$ cat config.mk
export PLATFORM = sky130hd
export DESIGN_NAME = spi_slave_front
export DESIGN_NICKNAME = d
export VERILOG_FILES = /design/src/rtl/sfe_pkg.sv /design/src/rtl/sfe_sync.sv /design/src/rtl/sfe_edge.sv /design/src/rtl/sfe_ctrl.sv /design/src/rtl/sfe_tx.sv /design/src/rtl/spi_slave_front.sv
export SDC_FILE = /design/constraint.sdc
export NUM_CORES = 1
export LEC_CHECK = 0
export BUFFER_PORTS_ARGS = -buffer_cell sky130_fd_sc_hd__buf_2
export CAP_MARGIN = 30
export CORE_MARGIN = 10
export CORE_UTILIZATION = 58
export CTS_CLUSTER_SIZE = 24
export DETAILED_ROUTE_END_ITERATION = 8
export PLACE_DENSITY = 0.82
export SYNTH_ARGS = -nofsm -noshare
export SYNTH_HDL_FRONTEND = slang
export SYNTH_SLANG_ARGS = --single-unit
export TNS_END_PERCENT = 1
$ cat constraint.sdc
create_clock -name clk -period 5.3 [get_ports clk]
set_input_delay 0.53 -clock clk [delete_from_list [all_inputs] [get_ports clk]]
set_output_delay 0.53 -clock clk [all_outputs]
set_load 0.01 [all_outputs]
$ cat src/rtl/sfe_pkg.sv
package sfe_pkg;
  localparam int unsigned PIN_CS   = 0;
  localparam int unsigned PIN_SCK  = 1;
  localparam int unsigned PIN_SI   = 2;
  localparam int unsigned PIN_HOLD = 3;
  localparam int unsigned NUM_PINS = 4;

  typedef struct packed {
    logic cs_rise;
    logic cs_fall;
    logic sck_rise;
    logic sck_fall;
    logic sck_lvl;
    logic hold_n_lvl;
    logic si_lvl;
  } sfe_evt_t;
endpackage

$ cat src/rtl/sfe_sync.sv
module sfe_sync #(
  parameter int unsigned STAGES = 2,
  parameter int unsigned WIDTH  = 4,
  parameter logic [WIDTH-1:0] RST_VAL = '0
) (
  input  logic             clk,
  input  logic             rst_n,
  input  logic [WIDTH-1:0] d,
  output logic [WIDTH-1:0] q
);
  for (genvar i = 0; i < WIDTH; i++) begin : g_bit
    logic [STAGES-1:0] chain;
    if (STAGES > 1) begin : g_multi
      always_ff @(posedge clk or negedge rst_n) begin
        if (!rst_n) chain <= {STAGES{RST_VAL[i]}};
        else        chain <= {chain[STAGES-2:0], d[i]};
      end
    end else begin : g_single
      always_ff @(posedge clk or negedge rst_n) begin
        if (!rst_n) chain <= RST_VAL[i];
        else        chain <= d[i];
      end
    end
    assign q[i] = chain[STAGES-1];
  end
endmodule

$ cat src/rtl/sfe_edge.sv
module sfe_edge
  import sfe_pkg::*;
(
  input  logic                clk,
  input  logic                rst_n,
  input  logic [NUM_PINS-1:0] lvl,
  output sfe_evt_t            evt
);
  logic cs_q, sck_q;

  always_ff @(posedge clk or negedge rst_n) begin
    if (!rst_n) begin
      cs_q  <= 1'b1;
      sck_q <= 1'b0;
    end else begin
      cs_q  <= lvl[PIN_CS];
      sck_q <= lvl[PIN_SCK];
    end
  end

  always_comb begin
    evt.cs_rise    =  lvl[PIN_CS]  & ~cs_q;
    evt.cs_fall    = ~lvl[PIN_CS]  &  cs_q;
    evt.sck_rise   =  lvl[PIN_SCK] & ~sck_q;
    evt.sck_fall   = ~lvl[PIN_SCK] &  sck_q;
    evt.sck_lvl    =  lvl[PIN_SCK];
    evt.hold_n_lvl =  lvl[PIN_HOLD];
    evt.si_lvl     =  lvl[PIN_SI];
  end
endmodule

$ cat src/rtl/sfe_ctrl.sv
module sfe_ctrl
  import sfe_pkg::*;
#(
  parameter int unsigned DATA_W = 8
) (
  input  logic              clk,
  input  logic              rst_n,
  input  sfe_evt_t          evt,
  output logic              active_o,
  output logic              hold_o,
  output logic              slot_zero_o,
  output logic              fall_en_o,
  output logic              rx_valid_o,
  output logic [DATA_W-1:0] rx_data_o,
  output logic              frame_start_o,
  output logic              frame_end_o,
  output logic              frame_aligned_o
);
  localparam int unsigned CNT_W = $clog2(DATA_W);
  localparam logic [CNT_W-1:0] LAST = CNT_W'(DATA_W - 1);

  logic              active_q, hold_q;
  logic [CNT_W-1:0]  cnt;
  logic [DATA_W-1:0] rx_sh;
  logic              cs_evt, rise_en;

  assign cs_evt      = evt.cs_rise | evt.cs_fall;
  assign rise_en     = active_q & ~hold_q & evt.sck_rise & ~cs_evt;
  assign fall_en_o   = active_q & ~hold_q & evt.sck_fall & ~cs_evt;
  assign slot_zero_o = (cnt == '0);
  assign active_o    = active_q;
  assign hold_o      = hold_q;

  always_ff @(posedge clk or negedge rst_n) begin
    if (!rst_n) begin
      active_q        <= 1'b0;
      hold_q          <= 1'b0;
      cnt             <= '0;
      rx_sh           <= '0;
      rx_valid_o      <= 1'b0;
      rx_data_o       <= '0;
      frame_start_o   <= 1'b0;
      frame_end_o     <= 1'b0;
      frame_aligned_o <= 1'b0;
    end else begin
      rx_valid_o    <= 1'b0;
      frame_start_o <= 1'b0;
      frame_end_o   <= 1'b0;
      if (evt.cs_rise) begin
        if (active_q) begin
          frame_end_o     <= 1'b1;
          frame_aligned_o <= (cnt == '0);
        end
        active_q <= 1'b0;
        hold_q   <= 1'b0;
        cnt      <= '0;
      end else if (evt.cs_fall) begin
        active_q      <= 1'b1;
        frame_start_o <= 1'b1;
        hold_q        <= 1'b0;
        cnt           <= '0;
      end else if (active_q) begin
        if (hold_q) begin
          if (evt.hold_n_lvl && !evt.sck_lvl) hold_q <= 1'b0;
        end else if (!evt.hold_n_lvl && !evt.sck_lvl) begin
          hold_q <= 1'b1;
        end
        if (rise_en) begin
          rx_sh <= {rx_sh[DATA_W-2:0], evt.si_lvl};
          if (cnt == LAST) begin
            cnt        <= '0;
            rx_valid_o <= 1'b1;
            rx_data_o  <= {rx_sh[DATA_W-2:0], evt.si_lvl};
          end else begin
            cnt <= cnt + 1'b1;
          end
        end
      end
    end
  end

  // a byte strobe never lasts two cycles
  p_valid_single_r1: assert property (@(posedge clk) disable iff (!rst_n)
    rx_valid_o |=> !rx_valid_o);
  // a select rise never completes a partial byte
  p_no_partial_r4: assert property (@(posedge clk) disable iff (!rst_n)
    evt.cs_rise |=> !rx_valid_o);
  // hold only starts after a cycle with the serial clock low
  p_hold_entry_r5: assert property (@(posedge clk) disable iff (!rst_n)
    $rose(hold_q) |-> !$past(evt.sck_lvl));
  // hold only ends inside a frame after a cycle with the serial clock low
  p_hold_exit_r6: assert property (@(posedge clk) disable iff (!rst_n)
    ($fell(hold_q) && active_q) |-> !$past(evt.sck_lvl));
  // bit position frozen while held
  p_hold_freeze_r7: assert property (@(posedge clk) disable iff (!rst_n)
    (hold_q && !cs_evt) |=> (cnt == $past(cnt)) && !rx_valid_o);
endmodule

$ cat src/rtl/sfe_tx.sv
module sfe_tx #(
  parameter int unsigned DATA_W = 8
) (
  input  logic              clk,
  input  logic              rst_n,
  input  logic              active_i,
  input  logic              hold_i,
  input  logic              fall_en_i,
  input  logic              slot_zero_i,
  input  logic              tx_valid_i,
  input  logic [DATA_W-1:0] tx_data_i,
  output logic              tx_ready_o,
  output logic              so_o,
  output logic              so_oe_o
);
  logic [DATA_W-1:0] tx_sh;
  logic              drive_q;

  assign tx_ready_o = fall_en_i & slot_zero_i;
  assign so_o       = tx_sh[DATA_W-1];
  assign so_oe_o    = drive_q & active_i & ~hold_i;

  always_ff @(posedge clk or negedge rst_n) begin
    if (!rst_n) begin
      tx_sh   <= '0;
      drive_q <= 1'b0;
    end else if (!active_i) begin
      drive_q <= 1'b0;
    end else if (fall_en_i) begin
      if (slot_zero_i) begin
        drive_q <= tx_valid_i;
        if (tx_valid_i) tx_sh <= tx_data_i;
      end else begin
        tx_sh <= {tx_sh[DATA_W-2:0], 1'b0};
      end
    end
  end

  // an accepted byte shows its top bit on the next cycle
  p_load_drives_r10: assert property (@(posedge clk) disable iff (!rst_n)
    (tx_ready_o && tx_valid_i) |=> (so_o == $past(tx_data_i[DATA_W-1])));
  // slots only occur inside an unheld frame
  p_ready_in_frame_r10: assert property (@(posedge clk) disable iff (!rst_n)
    tx_ready_o |-> (active_i && !hold_i));
  // leaving a frame silences the output from the next cycle
  p_idle_quiet_r9: assert property (@(posedge clk) disable iff (!rst_n)
    !active_i |=> !so_oe_o);
endmodule

$ cat src/rtl/spi_slave_front.sv
module spi_slave_front
  import sfe_pkg::*;
#(
  parameter int unsigned DATA_W      = 8,
  parameter int unsigned SYNC_STAGES = 2
) (
  input  logic              clk,
  input  logic              rst_n,
  input  logic              sck_i,
  input  logic              cs_n_i,
  input  logic              si_i,
  input  logic              hold_n_i,
  output logic              so_o,
  output logic              so_oe_o,
  output logic              rx_valid_o,
  output logic [DATA_W-1:0] rx_data_o,
  output logic              frame_start_o,
  output logic              frame_end_o,
  output logic              frame_aligned_o,
  input  logic              tx_valid_i,
  input  logic [DATA_W-1:0] tx_data_i,
  output logic              tx_ready_o
);
  localparam logic [NUM_PINS-1:0] PIN_IDLE = NUM_PINS'((1 << PIN_CS) | (1 << PIN_HOLD));

  logic [NUM_PINS-1:0] pins_raw, pins_sync;
  sfe_evt_t            evt;
  logic                active, hold, slot_zero, fall_en;

  always_comb begin
    pins_raw           = '0;
    pins_raw[PIN_CS]   = cs_n_i;
    pins_raw[PIN_SCK]  = sck_i;
    pins_raw[PIN_SI]   = si_i;
    pins_raw[PIN_HOLD] = hold_n_i;
  end

  sfe_sync #(.STAGES(SYNC_STAGES), .WIDTH(NUM_PINS), .RST_VAL(PIN_IDLE)) u_sync (
    .clk(clk), .rst_n(rst_n), .d(pins_raw), .q(pins_sync));

  sfe_edge u_edge (.clk(clk), .rst_n(rst_n), .lvl(pins_sync), .evt(evt));

  sfe_ctrl #(.DATA_W(DATA_W)) u_ctrl (
    .clk(clk), .rst_n(rst_n), .evt(evt),
    .active_o(active), .hold_o(hold), .slot_zero_o(slot_zero), .fall_en_o(fall_en),
    .rx_valid_o(rx_valid_o), .rx_data_o(rx_data_o),
    .frame_start_o(frame_start_o), .frame_end_o(frame_end_o),
    .frame_aligned_o(frame_aligned_o));

  sfe_tx #(.DATA_W(DATA_W)) u_tx (
    .clk(clk), .rst_n(rst_n), .active_i(active), .hold_i(hold),
    .fall_en_i(fall_en), .slot_zero_i(slot_zero),
    .tx_valid_i(tx_valid_i), .tx_data_i(tx_data_i), .tx_ready_o(tx_ready_o),
    .so_o(so_o), .so_oe_o(so_oe_o));
endmodule

Word-level counts from Yosys, hierarchy flattened. Cells that the tools add are included.

Equal/unequal tests: 4. Bitwise logic cells: 21. $add $sub $neg: 1. Multiplexer cells: 27. Reduce and logical (&&, ||, !) cells: 14.

Operators with widths (count): 1-bit two-way mux (20); 8-bit two-way mux (2); 3-bit two-way mux (5); 1-bit AND (12); 1-bit NOT (8); 2-bit AND reduction (3); 3-bit nonzero test (2); 5-bit AND reduction (1); 2-bit by 1-bit != test with 1-bit output, second input constant (2); 4-bit AND reduction (1); 3-bit by 1-bit adder with 3-bit output, second input constant (1); 3-bit == test, second input constant (1); 3-bit zero test (1); 3-bit AND reduction (1); 1-bit logical AND (2); 1-bit zero test (2); 2-bit != test, second input constant (1); 2-bit nonzero test (1); 1-bit bitwise OR (1).

Bits in registers: 43. Output and inout port bits: 15. Input port bits: 15.

Longest topological paths before layout.
Word-level depth: 9. Depth in mapped cells: 6. Gate-level depth less buffers: 5.

By module. Synthesis repeated with hierarchy kept, for this count alone.

Cells, all modules: 124. Area total of the unflattened synthesis: 1791.7 µm².

Modules (own cells, without submodules): sfe_ctrl (area an instance 983.4 µm², sequential area each 600.6 µm², instances 1, cells an instance 68); sfe_tx (area an instance 464.2 µm², sequential area each 225.2 µm², instances 1, cells an instance 35); sfe_sync (area an instance 235.2 µm², sequential area each 205.2 µm², instances 1, cells an instance 12); sfe_edge (area an instance 108.9 µm², sequential area each 51.3 µm², instances 1, cells an instance 9).

Worst setup path after synthesis. No wires, ideal clock.

Path type: reg2out. Start: register u_sync.g_bit[0].chain[1]. End: output tx_ready_o. Cell stages (with the launch flop): 5. Arrival time: 1380 ps. Slack: 3390 ps. Cell sequence: dfstp_2 -> inv_1 -> ha_1 -> and3b_1 -> and4b_1.

Longest elaborated chain between the ends: 6. Elaborated cells on any way between the ends: 7. Classes of those cells: bitwise (7).

Ends and longest elaborated chain: start, declared (line sfe_sync.sv:12) `logic [STAGES-1:0] chain;`; start signal, assigned (line sfe_sync.sv:15) `if (!rst_n) chain <= {STAGES{RST_VAL[i]}};`; start signal, assigned (line sfe_sync.sv:16) `else chain <= {chain[STAGES-2:0], d[i]};`; 1-bit NOT (line sfe_edge.sv:23) `evt.cs_fall = ~lvl[PIN_CS] & cs_q;`; 1-bit AND (line sfe_edge.sv:23); 1-bit bitwise OR * (line sfe_ctrl.sv:27) `assign cs_evt = evt.cs_rise | evt.cs_fall;`; 1-bit NOT * (line sfe_ctrl.sv:29) `assign fall_en_o = active_q & ~hold_q & evt.sck_fall & ~cs_evt;`; 1-bit AND * (line sfe_ctrl.sv:29); 1-bit AND * (line sfe_tx.sv:19) `assign tx_ready_o = fall_en_i & slot_zero_i;`; end, declared (line spi_slave_front.sv:22) `output logic tx_ready_o`.

Mark *: on every way between the ends. The rest lies on a longest branch, timed or not.

Final worst setup path.
Start: register u_ctrl.cnt[0]. End: output tx_ready_o.

Longest elaborated chain between the ends: 2.

Ends and longest elaborated chain: start, declared (line sfe_ctrl.sv:23) `logic [CNT_W-1:0] cnt;`; start signal, assigned (line sfe_ctrl.sv:75) `cnt <= cnt + 1'b1;`; 3-bit zero test (line sfe_ctrl.sv:30) `assign slot_zero_o = (cnt == '0);`; 1-bit AND (line sfe_tx.sv:19).

Every way passes these cells.

==> flow_summary.toml <==
[critical_path]
cp_top_family = "simple AND/OR/NAND/NOR gates"
r2r_end = "u_tx.tx_sh[3]"
worstSetupStartpointType = "flip-flop"
crit_required_ps = 4770
cpPeakStageDelay_ps = 710
crit_chain = "inv_1, ha_1, nor2b_1, and4b_1, buf_2"
r2r_start = "u_ctrl.cnt[0]"
crit_end = "tx_ready_o"
path_buf_inv = 2
worstPathMaxFanout = 11
arrival_ps = 2180
worstSetupPathType = "flip-flop to primary output"
cp_slowest_cell = "nor2b_1"
end_kind = "primary output"
rrSetupSlack_ps = 3170
path_depth = 5
r2r_cells = 5
crit_start = "u_ctrl.cnt[0]"

[power_and_ir_drop]
powerDensity_nw_per_um2 = 349.6
irDropWorstVdd_mv = 0.2709
total_power_uw = 690.7
cellLeakagePower_nw = 0.9915

[routing]
drc = 0
met1_length_um = 1195
ant_nets = 0
drt-pass1-iter-count = 4
dr_wl_met2_um = 1463
viasPerCell = 5.408
routed.top_layer = "met4"
num_vias = 995
drt_wl_total_um = 2855
wire_per_inst_um = 15.52
dr_wl_met3_um = 167
drt-initial-drc-count = 37

[sta]
drv_slew = 0
fin_tns_setup_ps = 0
fin_crit_sh_pct = 51.04
rsz0062_at_grt = "false"
setup_viol = 0
relSlewSlack_pct = 40.05
max_freq_mhz = 369.7
skew_ps = 16.41
post-route-min-period_ps = 2705
hold_viol_final = 0
worst_slew_pin_slew_ps = 897.4

[finish]
final_layout_size_suffix_gt1_share_pct = 50.33
diodes = 0
stdcell_count = 184
stdcell_area_sq_um = 1976
layout_common_cells = "dfrtp_1 (38), mux2_2 (30), buf_2 (29)"
nets = 172
syn_to_final_growth_pct = 14.01
layout_commonest_cell = "dfrtp_1"
n_fill_cell = 209

[clocking]
cts_resized = 0
clkLatencyLatePin_ps = 350
clockBufferDepth = 2
htreeDepth = 2
hold_buffers = 0
cts_setup_buffers = 0
clockRootBuffer = "clkbuf_4"
cts_sinks = 43
cts_buffers = 5
path_clk_slew_ps = 140
cts_tree = "built"

[status]
status = "finished, final reports clean"

[synth]
yosys_warnings = 0
ys_seq_area_share_pct = 62.45
netlist_area_sq_um = 1733
ys.flop_type = "dfrtp_1"
synth.distinct_cells = 26
syn-num-nets = 137
synthCells = 117
async_flop_share_pct = 100.0
ys_seq_elements = 43
synth-edff-count = 0
synth.avg_cell_area_sq_um = 14.81

[floorplan]
dieWidth_um = 74.66
start_util_pct = 61.78
die_y_um = 74.66
die-area_sq_um = 5574
ios = 30
row_count = 19
core-area_sq_um = 2805

[global_route]
grt-ovfl-total = 0
grt_pass1_vias = 1091
grt_max_degree = 44
grt_first_pass_wirelength_um = 4954
track_usage_pct = 11.50
antenna_found_initial = 0

[placed_design]
dpl-instance-area_sq_um = 1912
dp_cells = 176
hpwl_um = 2176
gp_congestion = 0.7125
port_buffers = 29

[hold_path]
hold_class = "input port to flip-flop"

[job]
drv_cap = 0
[through the flow]
stage,setup slack (ps),hold slack [ps],util (%)
after floorplan,3390,234.4,-
after global placement,2983,332.5,68.15
after detailed placement,2961,335.6,68.15
after CTS,2552,251.5,70.43
after global routing,2348,230.3,70.43
final,2595,265.6,70.43
[flip-flops by register name, indices dropped and copies added (netlist names)]
signal	count
u_ctrl.rx_data_o	8
u_sync.g_bit.chain	8
u_tx.tx_sh	8
u_ctrl.rx_sh	7
u_ctrl.cnt	3
u_ctrl.active_o	1
u_ctrl.frame_aligned_o	1
u_ctrl.frame_end_o	1
u_ctrl.frame_start_o	1
u_ctrl.hold_o	1
u_ctrl.rx_valid_o	1
u_edge.cs_q	1
u_edge.sck_q	1
u_tx.drive_q	1
[kinds of logic (layout without fill, tap and decap cells)]
logic type	Yosys count	after routing	share of synthesized area, %
compound gates	8	8	3.321
fa+ha+maj	5	5	3.610
buf+inv	8	44	1.805
flops	43	43	62.45
mux	33	33	21.23
simple gates	20	20	7.583
[area by class of cell]
type / instances / area (sq um) / share of cell area (%)
Clock buffer: 5 / 37.54 / 1.900
Multi-Input combinational cell: 66 / 619.3 / 31.35
Timing Repair Buffer: 29 / 145.1 / 7.346
Sequential cell: 43 / 1082 / 54.78
Clock inverter: 3 / 26.28 / 1.330
Inverter: 7 / 26.28 / 1.330
Tap cell: 31 / 38.79 / 1.963
[synth_stat cells, types with 2 or more instances]
cell type	number	area, sq um
nor2b_1	3	18.77
dfstp_2	5	131.4
nand3_1	2	10.01
mux2_2	30	337.8
inv_1	7	26.28
nor2_1	2	7.510
mux2i_1	3	30.03
dfrtp_1	38	950.9
a21oi_1	3	15.01
nand2_1	2	7.510
ha_1	5	62.56
o21ai_0	3	15.01
[worst min path at each step]
stage / depth (start not counted) / from / end / slack, ps
after floorplan: 0 / rst_n / u_ctrl.active_o / 230
after global placement: 0 / u_sync.g_bit[2].chain[0] / u_sync.g_bit[2].chain[1] / 330
final: 1 / cs_n_i / u_sync.g_bit[0].chain[0] / 270
after global routing: 1 / cs_n_i / u_sync.g_bit[0].chain[0] / 230
after detailed placement: 0 / u_sync.g_bit[2].chain[0] / u_sync.g_bit[2].chain[1] / 340
after CTS: 1 / cs_n_i / u_sync.g_bit[0].chain[0] / 250
[worst reg2reg max path: stages, from the launching register on]
cell and delay [ps]:
dfrtp_1 440, inv_1 70, ha_1 130, nor2b_1 710, mux2_2 420, mux2_2 260
[power breakdown]
group          switching (mW)  internal (mW)  total (mW)
clock network           0.110         0.0560       0.166
registers              0.0346          0.386       0.420
logic                  0.0445         0.0598       0.104
[per-layer routing]
metal | vias to the layer above | GRT usage [%]
li1 | 475 | -
met1 | 498 | 12.68
met2 | 18 | 19.12
met3 | 4 | 5.256
met4 | 0 | 4.412
met5 | - | 0
Note: power is estimated with default switching activity, not from simulation.
